$ cat config.mk
export PLATFORM = sky130hd
export DESIGN_NAME = exframe_pusher
export DESIGN_NICKNAME = d
export VERILOG_FILES = /design/src/rtl/exf_pkg.sv /design/src/rtl/exf_hold.sv /design/src/rtl/exf_ctrl.sv /design/src/rtl/exf_wmux.sv /design/src/rtl/exframe_pusher.sv
export SDC_FILE = /design/constraint.sdc
export NUM_CORES = 1
export LEC_CHECK = 0
export BUFFER_PORTS_ARGS = -buffer_cell sky130_fd_sc_hd__buf_4
export CAP_MARGIN = 30
export CORE_MARGIN = 4
export CORE_UTILIZATION = 50
export DETAILED_ROUTE_END_ITERATION = 8
export PLACE_DENSITY = 0.74
export SLEW_MARGIN = 20
export SYNTH_ARGS = -nofsm -noshare
export SYNTH_HDL_FRONTEND = slang
export SYNTH_SLANG_ARGS = --single-unit
$ cat constraint.sdc
create_clock -name clk -period 3.75 [get_ports clk]
set_input_delay 0.1875 -clock clk [delete_from_list [all_inputs] [get_ports clk]]
set_output_delay 0.1875 -clock clk [all_outputs]
set_load 0.05 [all_outputs]
$ cat src/rtl/exf_pkg.sv
package exf_pkg;
  localparam int FRAME_WORDS = 8;
  localparam int IDX_W       = $clog2(FRAME_WORDS);
  localparam int WORD_BYTES  = 4;
  localparam int WB_LOG2     = $clog2(WORD_BYTES);
  localparam int FRAME_BYTES = FRAME_WORDS * WORD_BYTES;

  typedef logic [IDX_W-1:0] slot_t;

  // Slot number equals word offset from the final stack pointer.
  typedef enum logic [IDX_W-1:0] {
    SLOT_R0  = 3'd0,
    SLOT_R1  = 3'd1,
    SLOT_R2  = 3'd2,
    SLOT_R3  = 3'd3,
    SLOT_R12 = 3'd4,
    SLOT_LR  = 3'd5,
    SLOT_PC  = 3'd6,
    SLOT_PSR = 3'd7
  } slot_e;
endpackage

$ cat src/rtl/exf_hold.sv
module exf_hold
  import exf_pkg::*;
#(
  parameter int DW = 32
) (
  input  logic                            clk,
  input  logic                            rst_n,
  input  logic                            cap_en,
  input  logic [FRAME_WORDS-1:0][DW-1:0]  regs_i,
  output logic [FRAME_WORDS-1:0][DW-1:0]  regs_q
);
  logic [FRAME_WORDS-1:0][DW-1:0] regs_d;

  for (genvar g = 0; g < FRAME_WORDS; g++) begin : g_slot
    always_comb begin
      regs_d[g] = regs_q[g];
      if (cap_en) regs_d[g] = regs_i[g];
    end

    always_ff @(posedge clk or negedge rst_n) begin
      if (!rst_n) regs_q[g] <= '0;
      else        regs_q[g] <= regs_d[g];
    end
  end

  AST_HOLD_STABLE: assert property (@(posedge clk) disable iff (!rst_n)
    !cap_en |=> $stable(regs_q));
endmodule

$ cat src/rtl/exf_ctrl.sv
module exf_ctrl
  import exf_pkg::*;
#(
  parameter int AW = 32
) (
  input  logic          clk,
  input  logic          rst_n,
  input  logic          start_i,
  input  logic [AW-1:0] sp_i,
  input  logic          ready_i,
  output logic          busy_o,
  output slot_t         idx_o,
  output logic [AW-1:0] base_o,
  output logic          cap_en_o,
  output logic          done_o,
  output logic [AW-1:0] sp_new_o
);
  localparam logic [AW-1:0] FRAME_SZ = AW'(FRAME_BYTES);
  localparam slot_t         TOP_IDX  = slot_t'(FRAME_WORDS - 1);

  logic          busy_q, busy_d;
  slot_t         idx_q, idx_d;
  logic [AW-1:0] base_q, base_d;
  logic          done_q, done_d;
  logic [AW-1:0] spn_q, spn_d;
  logic          accept, last;

  assign accept = busy_q & ready_i;
  assign last   = (idx_q == '0);

  always_comb begin
    busy_d   = busy_q;
    idx_d    = idx_q;
    base_d   = base_q;
    spn_d    = spn_q;
    done_d   = 1'b0;
    cap_en_o = 1'b0;
    if (!busy_q && start_i) begin
      busy_d   = 1'b1;
      idx_d    = TOP_IDX;
      base_d   = sp_i - FRAME_SZ;
      cap_en_o = 1'b1;
    end else if (accept) begin
      if (last) begin
        busy_d = 1'b0;
        done_d = 1'b1;
        spn_d  = base_q;
      end else begin
        idx_d = idx_q - 1'b1;
      end
    end
  end

  always_ff @(posedge clk or negedge rst_n) begin
    if (!rst_n) begin
      busy_q <= 1'b0;
      idx_q  <= '0;
      base_q <= '0;
      done_q <= 1'b0;
      spn_q  <= '0;
    end else begin
      busy_q <= busy_d;
      idx_q  <= idx_d;
      base_q <= base_d;
      done_q <= done_d;
      spn_q  <= spn_d;
    end
  end

  assign busy_o   = busy_q;
  assign idx_o    = idx_q;
  assign base_o   = base_q;
  assign done_o   = done_q;
  assign sp_new_o = spn_q;

  AST_DONE_PULSE: assert property (@(posedge clk) disable iff (!rst_n)
    done_q |=> !done_q);
  AST_DONE_AFTER_LAST: assert property (@(posedge clk) disable iff (!rst_n)
    done_q |-> $past(accept && last));
  AST_START_IGNORED: assert property (@(posedge clk) disable iff (!rst_n)
    (busy_q && start_i && !accept) |=> ($stable(idx_q) && $stable(base_q)));
  AST_IDX_IN_RANGE: assert property (@(posedge clk) disable iff (!rst_n)
    (busy_q && accept && !last) |=> (busy_q && idx_q == $past(idx_q) - 1'b1));
endmodule

$ cat src/rtl/exf_wmux.sv
module exf_wmux
  import exf_pkg::*;
#(
  parameter int AW = 32,
  parameter int DW = 32
) (
  input  logic [AW-1:0]                  base_i,
  input  slot_t                          idx_i,
  input  logic [FRAME_WORDS-1:0][DW-1:0] regs_i,
  output logic [AW-1:0]                  addr_o,
  output logic [DW-1:0]                  data_o
);
  always_comb begin
    addr_o = base_i + (AW'(idx_i) << WB_LOG2);
    data_o = regs_i[idx_i];
  end
endmodule

$ cat src/rtl/exframe_pusher.sv
module exframe_pusher
  import exf_pkg::*;
#(
  parameter int AW = 32,
  parameter int DW = 32
) (
  input  logic          clk,
  input  logic          rst_n,
  input  logic          start_i,
  input  logic [AW-1:0] sp_i,
  input  logic [DW-1:0] r0_i,
  input  logic [DW-1:0] r1_i,
  input  logic [DW-1:0] r2_i,
  input  logic [DW-1:0] r3_i,
  input  logic [DW-1:0] r12_i,
  input  logic [DW-1:0] lr_i,
  input  logic [DW-1:0] pc_i,
  input  logic [DW-1:0] psr_i,
  output logic [AW-1:0] wr_addr_o,
  output logic [DW-1:0] wr_data_o,
  output logic          wr_valid_o,
  input  logic          wr_ready_i,
  output logic          done_o,
  output logic [AW-1:0] sp_new_o
);
  logic [FRAME_WORDS-1:0][DW-1:0] regs_in, regs_q;
  logic                           busy, cap_en;
  slot_t                          idx;
  logic [AW-1:0]                  base;

  always_comb begin
    regs_in           = '0;
    regs_in[SLOT_R0]  = r0_i;
    regs_in[SLOT_R1]  = r1_i;
    regs_in[SLOT_R2]  = r2_i;
    regs_in[SLOT_R3]  = r3_i;
    regs_in[SLOT_R12] = r12_i;
    regs_in[SLOT_LR]  = lr_i;
    regs_in[SLOT_PC]  = pc_i;
    regs_in[SLOT_PSR] = psr_i;
  end

  exf_ctrl #(.AW(AW)) u_ctrl (
    .clk      (clk),
    .rst_n    (rst_n),
    .start_i  (start_i),
    .sp_i     (sp_i),
    .ready_i  (wr_ready_i),
    .busy_o   (busy),
    .idx_o    (idx),
    .base_o   (base),
    .cap_en_o (cap_en),
    .done_o   (done_o),
    .sp_new_o (sp_new_o)
  );

  exf_hold #(.DW(DW)) u_hold (
    .clk    (clk),
    .rst_n  (rst_n),
    .cap_en (cap_en),
    .regs_i (regs_in),
    .regs_q (regs_q)
  );

  exf_wmux #(.AW(AW), .DW(DW)) u_wmux (
    .base_i (base),
    .idx_i  (idx),
    .regs_i (regs_q),
    .addr_o (wr_addr_o),
    .data_o (wr_data_o)
  );

  assign wr_valid_o = busy;

  AST_VALID_HOLD: assert property (@(posedge clk) disable iff (!rst_n)
    (wr_valid_o && !wr_ready_i) |=>
      (wr_valid_o && $stable(wr_addr_o) && $stable(wr_data_o)));
  AST_ADDR_STEP: assert property (@(posedge clk) disable iff (!rst_n)
    (wr_valid_o && wr_ready_i && !done_o && wr_addr_o != base) |=>
      (wr_valid_o && wr_addr_o == $past(wr_addr_o) - AW'(WORD_BYTES)));
  AST_FIRST_WORD: assert property (@(posedge clk) disable iff (!rst_n)
    (start_i && !wr_valid_o) |=>
      (wr_valid_o && wr_addr_o == $past(sp_i) - AW'(WORD_BYTES) &&
       wr_data_o == $past(psr_i)));
  AST_NO_DONE_BUSY: assert property (@(posedge clk) disable iff (!rst_n)
    done_o |-> !wr_valid_o);
endmodule

==> key figures <==
Clock tree
  • Clock slew at reported path FFs: roughly 60 ps
  • CTS root buffer: clkbuf_16
  • Clock Sinks: 325
  • CTS resizes: 0
  • Htree depth: 2
  • Clk_lat worst skew: 510 ps
  • Clock Tree Buf Depth: 3
  • Total CTS buffers: 36
  • CTS tree: yes
  • Postcts setup bufs: 0

Finish
  • Nets@finish: between 2,000 and 3,000
  • Final Util: 0.755
  • Design Area, Final: 22,400 um2
  • Fillers: 1,880
  • Layout cells sized above 1: 0.252
  • Area Overhead vs Synth: 48.3%

Global routing
  • First-pass GRT wire length: roughly 80,000 um
  • Initial antenna violation count: 8
  • Largest net degree at the start of global routing: approximately 120
  • Vias in the first global route: between 15,000 and 20,000
  • Overall Global Routing Usage: 0.305
  • GR Overflow Total: 0

Hold path
  • Hold Crit Class: in2reg
  • Hold path depth: 3

Yosys
  • Mapped cell area: 15,100 um2
  • Largest family of logic cells by synthesized area: simple AND/OR/NAND/NOR gates
  • Ys async rst share: 1.00
  • Post-synthesis instance total: about 1,600
  • Mux contribution to synthesized area: 0.119
  • Synthesized-area fraction occupied by adder cells: 0.00628
  • Number of enable flip-flop cells after synthesis: 0
  • Register bit total from synthesis: around 330
  • Compound-gate portion of the synthesized area: 0.0232
  • Share of the yosys chip area belonging to registers: 0.538
  • Post-synthesis xor/xnor area fraction: 0.0220
  • Main synth FF type: dfrtp_1
  • Post-synth top cells: 890 x nand2_1, 325 x dfrtp_1, 91 x clkbuf_1, 64 x mux4_2, 32 x mux2_2
  • Share of the synthesized area in the top cell type: 0.538
  • Mean Syn Cell Area: 9.27 um2
  • Netlist cell types: 45
  • Main area contributors after synthesis: dfrtp_1 54%, nand2_1 22%, mux4_2 9.5%, mux2_2 2.4%, clkbuf_1 2.3%
  • Simple-Gate Fraction of Synth Area: 0.263
  • Count leader, synth: nand2_1
  • Syn_nets: slightly below 2,000
  • Post-synth top area cell: dfrtp_1
  • Synth Warn #: 0

Pwr
  • Pwr Total: about 19,000 uW
  • Pwr dens: ~850 nW/um2
  • Worst VDD drop: roughly 0.7 mV
  • Lkg Pwr: around 0.011 uW

Detailed routing
  • Via count: 14,600
  • Routed wire length: a little over 50,000 um
  • Remaining antenna violation count: 0
  • DRC errors left: 0
  • DRT Pass-1 Iters: 5
  • Vias/cell: about 5.5
  • Detailed Route Iter0 Violations: 1,143
  • DR WL/cell: 19.0 um

Timing
  • Final Setup Violations: 0
  • Post-layout min period: between 3000 and 4000 ps
  • Slew HR: 0.377
  • Setup Skew: 11.6 ps
  • RSZ-0062 raised after global routing: false
  • Fin worst setup slack: 523 ps
  • Slew Viols, Final: 0
  • Final hold violation count: 0
  • Sum Neg Setup Slack: 0 ps
  • Period utilization: 0.860
  • Worst slew pin tran: between 900 and 1000 ps
  • Achievable frequency: around 0.31 GHz

Placed design
  • Pre-CTS setup slack: between 1000 and 1500 ps
  • GPL Wtd Cong: between 0.8 and 0.9
  • IO Port Bufs: about 390
  • Detailed Place HPWL: 29,800 um
  • Area after DPL: about 18,000 um2

Floorplan
  • Die W: between 150 and 200 um
  • Site row count: 63
  • Initial Util: 0.509
  • Die Y: ~180 um
  • Core ar.: a little under 30,000 um2
  • I/O pins: 390
  • Die area: roughly 33,000 um2

Setup path
  • Critical path data arrival time: approximately 3000 ps
  • Worst Setup End Kind: output pin
  • Critical Path RT: around 3600 ps
  • Worst R2R Path Depth: 4
  • Largest delay share family, worst path: adder cells
  • CP max stage cell: dfrtp_4
  • Crit Path Max Fanout: 9
  • Critical Path Stages: 8
  • Largest stage delay on the critical path: about 420 ps
  • Critical path launch point type: register
  • Critical path type: reg2out
  • WP buf/inv: 2
  • Setup crit end: wr_addr_o[28]
  • Reg-to-reg startpoint: u_ctrl.busy_o
  • Flop2flop setup slack: about 1500 ps
  • Worst setup path start: u_ctrl.idx_o[0]
  • FF-to-FF End: u_hold.regs_q[75]
  • Worst path cell trace: ha_1 -> inv_1 -> fa_1 -> nor2b_1 -> o2111ai_1 -> nor4_1 -> xor2_1 -> buf_4

Run status
  • Run status: finished clean

Flow run
  • Max-cap violations: 0
-- placed cells by master, fill, tap and decap left out, types with 7 or more instances in the layout --
| master | synthesis | final |
|---|---|---|
| buf_4 | 2 | 402 |
| or3_1 | 10 | 10 |
| o21ai_0 | 21 | 21 |
| xor2_1 | 20 | 20 |
| inv_1 | 12 | 12 |
| diode_2 | 0 | 10 |
| nor2_1 | 23 | 23 |
| clkbuf_8 | 0 | 7 |
| dfrtp_1 | 325 | 322 |
| xnor2_1 | 18 | 18 |
| nand2_1 | 890 | 890 |
| mux4_2 | 64 | 64 |
| a31oi_1 | 16 | 16 |
| nor4_1 | 10 | 10 |
| mux2_2 | 32 | 32 |
| nor3_1 | 8 | 8 |
| dlygate4sd3_1 | 0 | 285 |
| o31ai_1 | 8 | 8 |
| clkbuf_16 | 0 | 37 |
| or4_1 | 14 | 14 |
-- final cells by class --
class                   instances  area (um2)  area share
diodes                         10        25.0     0.00112
clock buffers                  47        1030      0.0461
clock inverters                14         139     0.00619
inverters                      12        45.0     0.00201
multi-input cells            1193        6570       0.293
flip-flops and latches        325        8140       0.363
well taps                     390         488      0.0217
repair buffers                694        6000       0.267
-- state kept, by name (all words and copies together) (netlist names) --
signal	count
u_ctrl.sp_new_o	32
u_ctrl.base_o	32
u_hold.regs_q	256
u_ctrl.done_o	1
u_ctrl.busy_o	1
u_ctrl.idx_o	3
-- worst min path at each step --
stage / endpoint / slack [ps] / startpoint
after floorplan: u_ctrl.base_o[0] / -110 / rst_n
after global placement: u_hold.regs_q[98] / 330 / rst_n
after detailed placement: u_hold.regs_q[66] / 340 / rst_n
after CTS: u_ctrl.base_o[20] / 0.5 / sp_i[19]
after global routing: u_ctrl.base_o[20] / 30 / sp_i[19]
final: u_ctrl.base_o[10] / 30 / sp_i[10]
-- stage by stage --
step / std cells / hold WS, ps
2_1_floorplan: 1632 / -108
3_3_place_gp: 2327 / 330
3_5_place_dp: 2327 / 341
4_1_cts: 2673 / 0.461
5_1_grt: 2683 / 30.7
6_report: 2685 / 26.8
-- timing repair --
| action | in CTS | in global routing |
|---|---|---|
| setup endpoints to repair | 0 | 0 |
| hold buffers | 285 | 0 |
| endpoints found under the hold margin | 393 | 0 |
-- layer usage --
metal	vias up	global-route usage	wire length [um]
li1	6546	-	-
met1	7073	0.381	19500
met2	803	0.505	24800
met3	217	0.0617	3870
met4	0	0.160	2900
met5	-	0	0
-- worst min-delay path: stages --
cell	delay (ps)
buf_4	110
xor2_1	60
o21ai_0	130
-- report_power, final --
| part | internal (uW) | total (uW) | leakage (uW) | switching [uW] |
|---|---|---|---|---|
| clock | 2080 | 3520 | 0.000575 | 1430 |
| combinational | 3630 | 9440 | 0.00673 | 5810 |
| sequential | 5110 | 6190 | 0.00406 | 1080 |
| total | 10800 | 19100 | 0.0114 | 8330 |
-- logic make-up (layout without fill, tap and decap cells) --
logic type,count (synthesis),in the layout
compound gates,56,56
xor+xnor,38,38
fa+ha+maj,7,7
buf+inv,114,767
flops,325,325
mux,96,96
other cells,0,10
simple gates,996,996
No activity file was read; power rests on OpenSTA's default activity.
